`src/rtl/stopwatch_pkg.sv`:
```
package stopwatch_pkg;
  localparam int DIGITS = 6;
  localparam int DIG_W  = 4;
  localparam int TIME_W = DIGITS * DIG_W;

  typedef logic [DIG_W-1:0]  bcd_t;
  typedef logic [TIME_W-1:0] stamp_t;

  // Largest value of digit idx (0 = seconds units ... 5 = hours tens).
  function automatic int digit_limit(input int idx, input int hr_tens_max);
    case (idx)
      1, 3:    return 5;
      5:       return hr_tens_max;
      default: return 9;
    endcase
  endfunction

  // Next value of a digit that advances, wrapping above lim.
  function automatic bcd_t bcd_next(input bcd_t d, input bcd_t lim);
    return (d == lim) ? '0 : bcd_t'(d + 1'b1);
  endfunction
endpackage

```
`src/rtl/bcd_digit.sv`:
```
module bcd_digit
  import stopwatch_pkg::*;
#(
  parameter int LIMIT = 9
) (
  input  logic clk,
  input  logic rst,
  input  logic step_in,
  output logic carry_out,
  output bcd_t value
);
  localparam bcd_t LIM = bcd_t'(LIMIT);

  bcd_t d_q;

  always_ff @(posedge clk) begin
    if (rst)          d_q <= '0;
    else if (step_in) d_q <= bcd_next(d_q, LIM);
  end

  assign carry_out = step_in && (d_q == LIM);
  assign value     = d_q;

  p_digit_bcd_r12: assert property (@(posedge clk) disable iff (rst)
    d_q <= LIM);

  p_digit_wrap_r4: assert property (@(posedge clk) disable iff (rst)
    carry_out |=> (d_q == '0));
endmodule

```
`src/rtl/time_chain.sv`:
```
module time_chain
  import stopwatch_pkg::*;
#(
  parameter int HR_TENS_MAX = 9
) (
  input  logic   clk,
  input  logic   rst,
  input  logic   advance,
  output stamp_t now
);
  logic [DIGITS:0] carry;
  assign carry[0] = advance;

  for (genvar i = 0; i < DIGITS; i++) begin : g_digit
    bcd_t dval;
    bcd_digit #(.LIMIT(digit_limit(i, HR_TENS_MAX))) u_digit (
      .clk       (clk),
      .rst       (rst),
      .step_in   (carry[i]),
      .carry_out (carry[i+1]),
      .value     (dval)
    );
    assign now[i*DIG_W +: DIG_W] = dval;
  end

  // Named wrap events for the assertions
  logic sec_wrap, min_wrap, full_wrap;
  assign sec_wrap  = carry[2];
  assign min_wrap  = carry[4];
  assign full_wrap = carry[DIGITS];

  p_sec_roll_r5: assert property (@(posedge clk) disable iff (rst)
    sec_wrap |=> (now[7:0] == 8'h00));

  p_min_roll_r6: assert property (@(posedge clk) disable iff (rst)
    min_wrap |=> (now[15:0] == 16'h0000));

  p_full_wrap_r7: assert property (@(posedge clk) disable iff (rst)
    full_wrap |=> (now == '0));

  p_hold_r2: assert property (@(posedge clk) disable iff (rst)
    !advance |=> $stable(now));
endmodule

```
`src/rtl/lap_bank.sv`:
```
module lap_bank
  import stopwatch_pkg::*;
#(
  parameter int N_LAPS = 4
) (
  input  logic                     clk,
  input  logic                     rst,
  input  logic                     capture,
  input  stamp_t                   stamp,
  output logic [N_LAPS*TIME_W-1:0] slots
);
  localparam int PTR_W = (N_LAPS > 1) ? $clog2(N_LAPS) : 1;
  localparam logic [PTR_W-1:0] LAST = PTR_W'(N_LAPS - 1);

  logic [PTR_W-1:0] ptr_q;
  stamp_t           slot_q [N_LAPS];

  always_ff @(posedge clk) begin
    if (rst)          ptr_q <= '0;
    else if (capture) ptr_q <= (ptr_q == LAST) ? '0 : ptr_q + 1'b1;
  end

  for (genvar k = 0; k < N_LAPS; k++) begin : g_slot
    logic wr_en;
    assign wr_en = capture && (ptr_q == PTR_W'(k));
    always_ff @(posedge clk) begin
      if (rst)        slot_q[k] <= '0;
      else if (wr_en) slot_q[k] <= stamp;
    end
    assign slots[k*TIME_W +: TIME_W] = slot_q[k];
  end

  p_ptr_range_r9: assert property (@(posedge clk) disable iff (rst)
    ptr_q <= LAST);

  p_capture_store_r8: assert property (@(posedge clk) disable iff (rst)
    capture |=> (slot_q[$past(ptr_q)] == $past(stamp)));

  p_ptr_wrap_r9: assert property (@(posedge clk) disable iff (rst)
    (capture && ptr_q == LAST) |=> (ptr_q == '0));
endmodule

```
`src/rtl/bcd_stopwatch.sv`:
```
module bcd_stopwatch
  import stopwatch_pkg::*;
#(
  parameter int N_LAPS      = 4,
  parameter int HR_TENS_MAX = 9
) (
  input  logic                     clk,
  input  logic                     rst,
  input  logic                     tick_1s,
  input  logic                     run_toggle,
  input  logic                     lap_capture,
  output logic                     running,
  output logic [TIME_W-1:0]        time_bcd,
  output logic [N_LAPS*TIME_W-1:0] lap_bank
);
  logic   run_q;
  logic   sec_step;
  stamp_t now;

  always_ff @(posedge clk) begin
    if (rst)             run_q <= 1'b0;
    else if (run_toggle) run_q <= ~run_q;
  end

  // Tick counts only under the run state present before this edge
  assign sec_step = tick_1s && run_q;

  time_chain #(.HR_TENS_MAX(HR_TENS_MAX)) u_chain (
    .clk     (clk),
    .rst     (rst),
    .advance (sec_step),
    .now     (now)
  );

  lap_bank #(.N_LAPS(N_LAPS)) u_laps (
    .clk     (clk),
    .rst     (rst),
    .capture (lap_capture),
    .stamp   (now),
    .slots   (lap_bank)
  );

  assign running  = run_q;
  assign time_bcd = now;

  p_toggle_r3: assert property (@(posedge clk) disable iff (rst)
    run_toggle |=> (running != $past(running)));

  p_stopped_hold_r3: assert property (@(posedge clk) disable iff (rst)
    !running |=> $stable(time_bcd));

  p_reset_clear_r1: assert property (@(posedge clk)
    rst |=> (time_bcd == '0 && lap_bank == '0 && !running));
endmodule

```
`config.mk`:
```
export PLATFORM = sky130hd
export DESIGN_NAME = bcd_stopwatch
export DESIGN_NICKNAME = d
export VERILOG_FILES = /design/src/rtl/stopwatch_pkg.sv /design/src/rtl/bcd_digit.sv /design/src/rtl/time_chain.sv /design/src/rtl/lap_bank.sv /design/src/rtl/bcd_stopwatch.sv
export SDC_FILE = /design/constraint.sdc
export NUM_CORES = 1
export LEC_CHECK = 0
export ABC_AREA = 1
export ABC_CLOCK_PERIOD_IN_PS = 1950
export BUFFER_PORTS_ARGS = -buffer_cell sky130_fd_sc_hd__clkbuf_2
export CELL_PAD_IN_SITES_DETAIL_PLACEMENT = 0
export CELL_PAD_IN_SITES_GLOBAL_PLACEMENT = 1
export CORE_ASPECT_RATIO = 0.9
export CORE_MARGIN = 2
export CORE_UTILIZATION = 35
export CTS_CLUSTER_SIZE = 16
export DETAILED_ROUTE_END_ITERATION = 8
export PLACE_DENSITY = 0.79
export SETUP_SLACK_MARGIN = 0.3
export SLEW_MARGIN = 10
export SYNTH_ARGS = -nofsm -noshare
export SYNTH_HDL_FRONTEND = slang
export SYNTH_SLANG_ARGS = --single-unit
```
`constraint.sdc`:
```
create_clock -name clk -period 1.95 [get_ports clk]
set_clock_uncertainty 0.05 [all_clocks]
set_input_delay 0.0975 -clock clk [delete_from_list [all_inputs] [get_ports clk]]
set_output_delay 0.0975 -clock clk [all_outputs]
set_load 0.005 [all_outputs]
```
After elaboration in Yosys (flattened, before gate mapping)
Memory sizes are Yosys's and may differ from the RTL's.
Cells that the tools add are included.
W data, S select, Z words.
- register bits after elaboration: 27
- memory bits (writable): 96
- input port bits: 5
- output and inout port bits: 121
- word-level logic and storage cells: 66
- memories kept: 1
- add/subtract/negate cells: 7
- eq/ne operators: 9
- mux-type cells: 25
- bitwise operators: 5
- reductions and logical operators: 11
- memories (memory ; words ; width ; rd ports ; clocked after Yosys merged registers in ; write ports ; RTL line ; text):
    u_laps.slot_q ; 4 ; 24 ; 4 ; 0 ; 4 ; lap_bank.sv:16 ; stamp_t slot_q [N_LAPS];
- operator list (cell ; number):
    $mux W24 ; 4
    $add A4 B1 Y4 const B ; 6
    $mux W4 ; 6
    $eq A4 B4 Y1 const B ; 4
    $mux W1 ; 14
    $logic_and A1 B1 Y1 ; 10
    $eq A4 B3 Y1 const B ; 2
    $eq A2 B2 Y1 const B ; 2
    $or A1 B1 Y1 ; 4
    $add A2 B1 Y2 const B ; 1
    $eq A2 B1 Y1 const B ; 1
    $logic_not A2 Y1 ; 1
    $mux W2 ; 1
    $not A1 Y1 ; 1

Logic depth before layout (Yosys ltp)
Gate-level depths: netlist of run 1.
- word-level depth: 6
- depth in mapped cells: 10
- gate-level depth less buffers: 10

Hierarchy
Synthesis of run 1 repeated with hierarchy kept, for this count alone.
- cells, all modules: 426
- area total of the unflattened synthesis: 4858.4 sq um
- by module, submodules not included (module ; instances ; cells an instance ; area each (sq um) ; seq. area each (sq um)):
    lap_bank ; 1 ; 254 ; 3693.5 ; 2922.8
    bcd_digit at u_chain.g_digit[0].u_digit ... ; 4 ; 27 ; 185.2 ; 80.1
    bcd_digit at u_chain.g_digit[1].u_digit ... ; 2 ; 28 ; 188.9 ; 80.1
    bcd_stopwatch ; 1 ; 8 ; 46.3 ; 20.0

Worst setup path before layout of run 1
Ideal clock, no wire load.
- kind: flip-flop to flip-flop
- from: register u_laps.ptr_q[0]
- to: memory u_laps.slot_q[0][0] (netlist bit), enable pin
- data arrival time: 1.099 ns
- slack: 0.376 ns
- cell stages (with the launch flop): 5
- clock period less this slack: 1.574 ns
- cells stage by stage: dfxtp_1 inv_1 ha_1 nand2_1 nand2_1
- RTL lines (what ; RTL line ; text):
    start, declared ; lap_bank.sv:15 ; logic [PTR_W-1:0] ptr_q;
    start signal, assigned ; lap_bank.sv:20 ; else if (capture) ptr_q <= (ptr_q == LAST) ? '0 : ptr_q + 1'b1;
    end, declared ; lap_bank.sv:16 ;

Worst setup path in the final report of run 1
- from: register u_chain.g_digit[0].u_digit.d_q[1]
- to: register u_chain.g_digit[4].u_digit.d_q[3]
- word-level cells in the longest chain between the ends: 5
- ends and longest elaborated chain (what ; RTL line ; text):
    start, declared ; bcd_digit.sv:14 ; bcd_t d_q;
    start signal, assigned ; bcd_digit.sv:18 ; else if (step_in) d_q <= bcd_next(d_q, LIM);
    $eq A4 B4 Y1 ; bcd_digit.sv:21 ; assign carry_out = step_in && (d_q == LIM);
    $logic_and A1 B1 Y1 (4 in series) ; bcd_digit.sv:21 ;
    end signal, assigned ; bcd_digit.sv:18 ;
    end, declared ; bcd_digit.sv:14 ;
No other way between the ends.
A chain may end at the register's enable or synchronous reset.

==> qor.yml, run 1 <==
status: "finished, final reports clean"
highest_layer: "met4"
gp_congestion: 0.821
grt_pass1_wl_um: 17700
drc: 0
max_cap_viol_count: 0
final_nets: 565
pwr_density_cell_nw_per_um2: 989
avgViaCountPerCell: 4.62
root_buffer: "clkbuf_16"
syn_inst: 407
relSlewSlack_pct: 68.4
ios: 126
synth_nets: 416
slowest_delay_ns: 0.34
critPathArrivalTime_ns: 1.75
core_um2: 13300
hold_viol_final: 0
cts_tree: "built"
mappedNetlistArea_um2: 4770
initial_utilization_pct: 35.8
cts_resized: 0
synth-seq-cells: 123
synth_common_cells: "116 x nor2_1, 96 x edfxtp_1, 43 x nand2_1"
cp.required_ns: 2.18
crit_chain: "inv_2 -> nand2_2 -> nor2_4 -> nand3_4 -> nor2_8 -> nand2_1 -> nand2_1 -> a21oi_1"
die_area_um2: 14600
ant_nets: 0
cts_buffers: 17
min_path_type: "input port to flip-flop"
clock-sinks: 123
cp_common_cell: "nand2_1"
worstMarginPinSlew_ns: 0.473
drt_iter0_drc: 214
yosys.cell_count.top_type: "nor2_1"
hpwl_um: 8160
avgSynthCellArea_um2: 11.7
p_total_w: 0.00618
fill_cells: 1243
post-route-period-util_pct: 78.1
clock_latency_ns: 0.40
fmax_mhz: 656
ys_seq_area_share_pct: 71.8
wl_met1_um: 5270
cts.path.max_buffers: 2
slowest_stage: "dfxtp_1"
ys_warn_count: 0
drive_above_1_share_pct: 33.6
drv_slew: 0
chipWidth_um: 127
area_growth_pct: 31.1
finalSetupViolCount: 0
vias: 3406
crit_type: "flip-flop to flip-flop"
cts_setup_buffers: 0
htreeDepth: 4
dp.cells: 703
wl_per_cell_um: 15.8
timing.final.ws_setup_ns: 0.427
clk_pin_slew_ns: 0.05
antenna_found_initial: 0
num_rows: 40
peakVddDrop_v: 0.000577
wl_met2_um: 5540
grt_pass1_vias: 3217
gr-total-overflow: 0
synth_edf_count: 96
fin_setup_tns_ns: 0
rsz0062_at_grt: "no"
wl_met3_um: 662
firstDrtPassIters: 4
grt.total_usage_pct: 16.2
crit_path_start_kind: "flip-flop"
grt_max_degree: 25
pre_cts_slack_ns: 0.446
final.min_clock_period_ns: 1.52
die_h_um: 115
endpoint_kind: "flip-flop"
synth_top_flop_cell: "edfxtp_1"
synth_top_area_share_pct: 60.5
n_antenna_cell: 0
synth_largest_area_cell: "edfxtp_1"
drt_wl_total_um: 11600
p_leak_nw: 2.57
path_max_fanout: 9
synthArstFlopShare_pct: 0
netlist_top_cells_area: "edfxtp_1 60%, dfxtp_1 11%, nor2_1 9.1%"
ys_types: 27
io_buffers: 125
stdcell_count: 737
## sequential cells by signal, indices dropped and copies added, names as in the netlist
signal and cells:
running 1, u_laps.slot_q 96, u_chain.g_digit.u_digit.value 24, u_laps.ptr_q 2
## stage by stage
stage,area [um^2],util [%],hold WS [ns]
2_1_floorplan,4770,-,0.184
3_3_place_gp,5680,42.7,0.291
3_5_place_dp,5680,42.7,0.308
4_1_cts,6250,46.9,0.0325
5_1_grt,6250,46.9,0.0502
6_report,6250,46.9,0.0436
## logic make-up after synthesis
| family | after synthesis | synth area share (%) |
|---|---|---|
| DFF | 123 | 71.8 |
| and+or+nand+nor | 199 | 19.3 |
| xor gates and xnor gates | 5 | 0.919 |
| adders and majority gates | 4 | 1.05 |
| AOI/OAI and AO/OA | 29 | 3.12 |
| buffers and inverters | 47 | 3.78 |
## where the power goes
part	internal, W	switching (W)
Clock	0.00186	0.00103
Combinational	0.000117	0.000192
Sequential	0.00294	0.0000448
## per-layer routing
| metal | vias up | track usage [%] |
|---|---|---|
| li1 | 1662 | - |
| met1 | 1636 | 21.5 |
| met2 | 99 | 25.1 |
| met3 | 9 | 5.09 |
| met4 | 0 | 6.08 |
| met5 | - | 0 |
## path summary, 6_finish.rpt
kind                                               startpoint                                          endpoint  slack [ns]  cells past startpoint
max          u_chain.g_digit[0].u_digit.value[1]$_SDFFE_PP0N_  u_chain.g_digit[4].u_digit.value[3]$_SDFFE_PP0P_        0.43                      8
min                                                       rst                              running$_SDFFE_PP0P_        0.04                      3
max reg2reg  u_chain.g_digit[0].u_digit.value[1]$_SDFFE_PP0N_  u_chain.g_digit[4].u_digit.value[3]$_SDFFE_PP0P_        0.43                      8
min reg2reg  u_chain.g_digit[3].u_digit.value[1]$_SDFFE_PP0N_  u_chain.g_digit[3].u_digit.value[2]$_SDFFE_PP0N_        0.46                      2
## area by class of cell
type / instances / area (um^2) / share of cell area (%)
inverters: 34 / 128 / 2.04
clock buffers: 22 / 444 / 7.11
multi-input cells: 237 / 1160 / 18.6
clock inverters: 10 / 101 / 1.62
well taps: 168 / 210 / 3.36
repair buffers: 143 / 778 / 12.5
flip-flops and latches: 123 / 3420 / 54.8
## worst max-delay path, delay by kind of cell, from the launching register on
kind,cells,cell delay [ns]
flip-flops,1,0.34
AND/OR/NAND/NOR,6,0.80
AO/OA/AOI/OAI,1,0.07
buffers and inverters,1,0.14
## cells in the final DEF (no fill, tap or decap), drive strengths merged
cell         instances
bufinv               2
nand3               16
o22ai                2
inv                 34
xor2                 3
clkbuf             147
nand2               49
buf                 16
a31oi                1
dfxtp               27
edfxtp              96
a21oi               15
o21ai               11
clkinv               7
nor3                 5
nor2               123
clkinvlp             1
ha                   4
xnor2                2
nand4                6
dlygate4sd3          2
## repair_timing
action                     4_1_cts  5_1_grt
setup endpoints to repair        0        0
hold endpoints to repair         2        0
hold buffers                     2        0
No activity file was read; power rests on OpenSTA's default activity.
==> inputs of run 2 (changes only) <==
--- a/config.mk
+++ b/config.mk
@@ -6,7 +6,7 @@
 export NUM_CORES = 1
 export LEC_CHECK = 0
 export ABC_AREA = 1
-export ABC_CLOCK_PERIOD_IN_PS = 1950
+export ABC_CLOCK_PERIOD_IN_PS = 1500
 export BUFFER_PORTS_ARGS = -buffer_cell sky130_fd_sc_hd__clkbuf_2
 export CELL_PAD_IN_SITES_DETAIL_PLACEMENT = 0
 export CELL_PAD_IN_SITES_GLOBAL_PLACEMENT = 1
==> constraint.sdc (replaced) <==
create_clock -name clk -period 1.5 [get_ports clk]
set_clock_uncertainty 0.05 [all_clocks]
set_input_delay 0.075 -clock clk [delete_from_list [all_inputs] [get_ports clk]]
set_output_delay 0.075 -clock clk [all_outputs]
set_load 0.005 [all_outputs]
==> qor.yml, run 2 (same netlist as run 1, synthesis figures left out) <==
status: "finished, final reports clean"  # unchanged
drv_slew: 0  # unchanged
drc: 0  # unchanged
relSlewSlack_pct: 71.6  # was 68.4%
root_buffer: "clkbuf_16"  # unchanged
reg2reg_depth: 4  # was 8
p_leak_nw: 2.80  # was 2.57 nW
endpoint_kind: "flip-flop"  # unchanged
grt.total_usage_pct: 17.4  # was 16.2%
area_growth_pct: 48.0  # was 31.1%
grt_pass1_vias: 3423  # was 3217
dp.cells: 705  # was 703
path_max_fanout: 12  # was 9
gp_congestion: 0.758  # was 0.821
min_path_type: "input port to flip-flop"  # unchanged
pwr_density_cell_nw_per_um2: 1230  # was 989 nW/um^2
cts_tree: "built"  # unchanged
layout_common_cells: "125 x clkbuf_2, 103 x nor2_1, 96 x edfxtp_1, 31 x nand2_1"  # was 125 x clkbuf_2, 116 x nor2_1, 96 x edfxtp_1, 43 x nand2_1
fmax_mhz: 707  # was 656 MHz
cts_buffers: 17  # unchanged
core_um2: 13300  # unchanged
layout_commonest_cell: "clkbuf_2"  # unchanged
wl_per_cell_um: 18.4  # was 15.8 um
fill_cells: 1139  # was 1243
fin_setup_tns_ns: 0  # unchanged
multi_input_area_um2: 1560  # was 1160 um^2
p_total_w: 0.00869  # was 0.00618 W
largest_register_ffs: 96  # unchanged
chipWidth_um: 127  # unchanged
hpwl_um: 7820  # was 8160 um
clock_latency_ns: 0.41  # was 0.40 ns
worstHoldPathCells: 4  # was 3
stdcell_count: 767  # was 737
die_area_um2: 14600  # unchanged
holdPathEnd: "u_chain.g_digit[0].u_digit.value[0]$_SDFFE_PP0N_"  # was running$_SDFFE_PP0P_
initial_utilization_pct: 35.8  # unchanged
die_h_um: 115  # unchanged
firstDrtPassIters: 5  # was 4
crit_type: "flip-flop to flip-flop"  # unchanged
hp-start: "tick_1s"  # was rst
rsz0062_at_grt: "yes"  # was no
htreeDepth: 4  # unchanged
drt_iter0_drc: 365  # was 214
gr-total-overflow: 0  # unchanged
regMostFlops: "u_laps.slot_q"  # unchanged
vias: 3684  # was 3406
worstMarginPinSlew_ns: 0.426  # was 0.473 ns
max_cap_viol_count: 0  # unchanged
peakVddDrop_v: 0.000732  # was 0.000577 V
final.min_clock_period_ns: 1.41  # was 1.52 ns
final_nets: 596  # was 565
drt_wl_total_um: 14100  # was 11600 um
seqCellArea_um2: 3440  # was 3420 um^2
rr_endpoint: "u_laps.slot_q[2][5]$_SDFFCE_PN0P_"  # was u_chain.g_digit[4].u_digit.value[3]$_SDFFE_PP0P_
avgViaCountPerCell: 4.80  # was 4.62
cts.path.max_buffers: 2  # unchanged
clk_pin_slew_ns: 0.06  # was 0.05 ns
r2r_setup_slack_ns: 0.09  # was 0.43 ns
clock-sinks: 123  # unchanged
post-route-period-util_pct: 94.3  # was 78.1%
n_antenna_cell: 0  # unchanged
cp.required_ns: 1.69  # was 2.18 ns
drive_above_1_share_pct: 46.4  # was 33.6%
grt_max_degree: 26  # was 25
crit_path_start_kind: "flip-flop"  # unchanged
grt_pass1_wl_um: 18700  # was 17700 um
hold_viol_final: 0  # unchanged
io_buffers: 125  # unchanged
antenna_found_initial: 0  # unchanged
ant_nets: 0  # unchanged
ios: 126  # unchanged
hold_slack_ns: 0.00362  # was 0.0436 ns
reg2reg_from: "u_laps.ptr_q[0]$_SDFFE_PP0P_"  # was u_chain.g_digit[0].u_digit.value[1]$_SDFFE_PP0N_
num_rows: 40  # unchanged
finalSetupViolCount: 0  # unchanged
critPathArrivalTime_ns: 1.61  # was 1.75 ns
==> run 2: cell types whose count changed in the layout (fill, tap and decap cells not counted), moves of 7 or more <==
cell / delta
nor2_4: +9
dfxtp_2: +7
nor2_1: -13
nand2_4: +8
dfxtp_1: -9
buf_6: +7
buf_4: +7
nand2_1: -12
==> run 2: worst max path at each step <==
stage | depth (start not counted) | slack [ns] | end | startpoint
after floorplan | 10 | 0.19 | u_chain.g_digit[4].u_digit.value[1]$_SDFFE_PP0P_ | u_chain.g_digit[0].u_digit.value[1]$_SDFFE_PP0N_
after global placement | 7 | 0.11 | u_chain.g_digit[5].u_digit.value[1]$_SDFFE_PP0P_ | running$_SDFFE_PP0P_
after detailed placement | 4 | 0.09 | u_laps.slot_q[1][11]$_SDFFCE_PN0P_ | u_laps.ptr_q[1]$_SDFFE_PP0P_
after CTS | 4 | 0.12 | u_laps.slot_q[2][0]$_SDFFCE_PN0P_ | u_laps.ptr_q[0]$_SDFFE_PP0P_
after global routing | 8 | 0.02 | u_chain.g_digit[4].u_digit.value[0]$_SDFFE_PP0P_ | u_chain.g_digit[1].u_digit.value[2]$_SDFFE_PP0N_
final | 4 | 0.09 | u_laps.slot_q[2][5]$_SDFFCE_PN0P_ | u_laps.ptr_q[0]$_SDFFE_PP0P_
==> run 2: metrics by stage <==
stage | cell area, um^2 | util [%] | setup slack, ns
after detailed placement | 5810 | 43.6 | 0.0853
after global placement | 5810 | 43.6 | 0.115
final | 7050 | 53.0 | 0.0860
after floorplan | 4930 | - | 0.194
after CTS | 6660 | 50.1 | 0.117
after global routing | 7050 | 53.0 | 0.0200
==> run 2: area by class of cell <==
class                      count  share of cell area [%]
timing repair buffer         166                    15.6
clock buffer                  19                    6.14
multi-input combinational    245                    22.1
sequential                   123                    48.8
inverter                      34                    1.93
tap                          168                    2.98
clock inverter                12                    2.47
==> run 2: metal layers <==
metal	global-route usage (%)	wire, um	up-vias
met5	0	0	-
met4	7.99	275	0
met3	5.09	946	18
met2	27.7	7110	144
met1	22.2	5810	1784
li1	-	-	1738
==> run 2: power breakdown <==
group / switching, W / internal [W] / leakage [nW]
logic: 0.000349 / 0.000239 / 1.28
clock network: 0.00145 / 0.00276 / 0.286
registers: 0.0000633 / 0.00383 / 1.23
==> run 2: what timing repair did <==
action	CTS	global route
resized for setup	17	61
pin swaps	15	17
hold endpoints to repair	3	0
gates cloned	5	8
endpoints found under the setup margin	200	208
hold buffers	2	0
buffers inserted	8	8
==> run 2: worst max-delay path, stage by stage, from the launching register on <==
cell     delay, ns
dfxtp_4       0.38
inv_4         0.08
ha_4          0.17
nand3_2       0.36
nor2_1        0.21
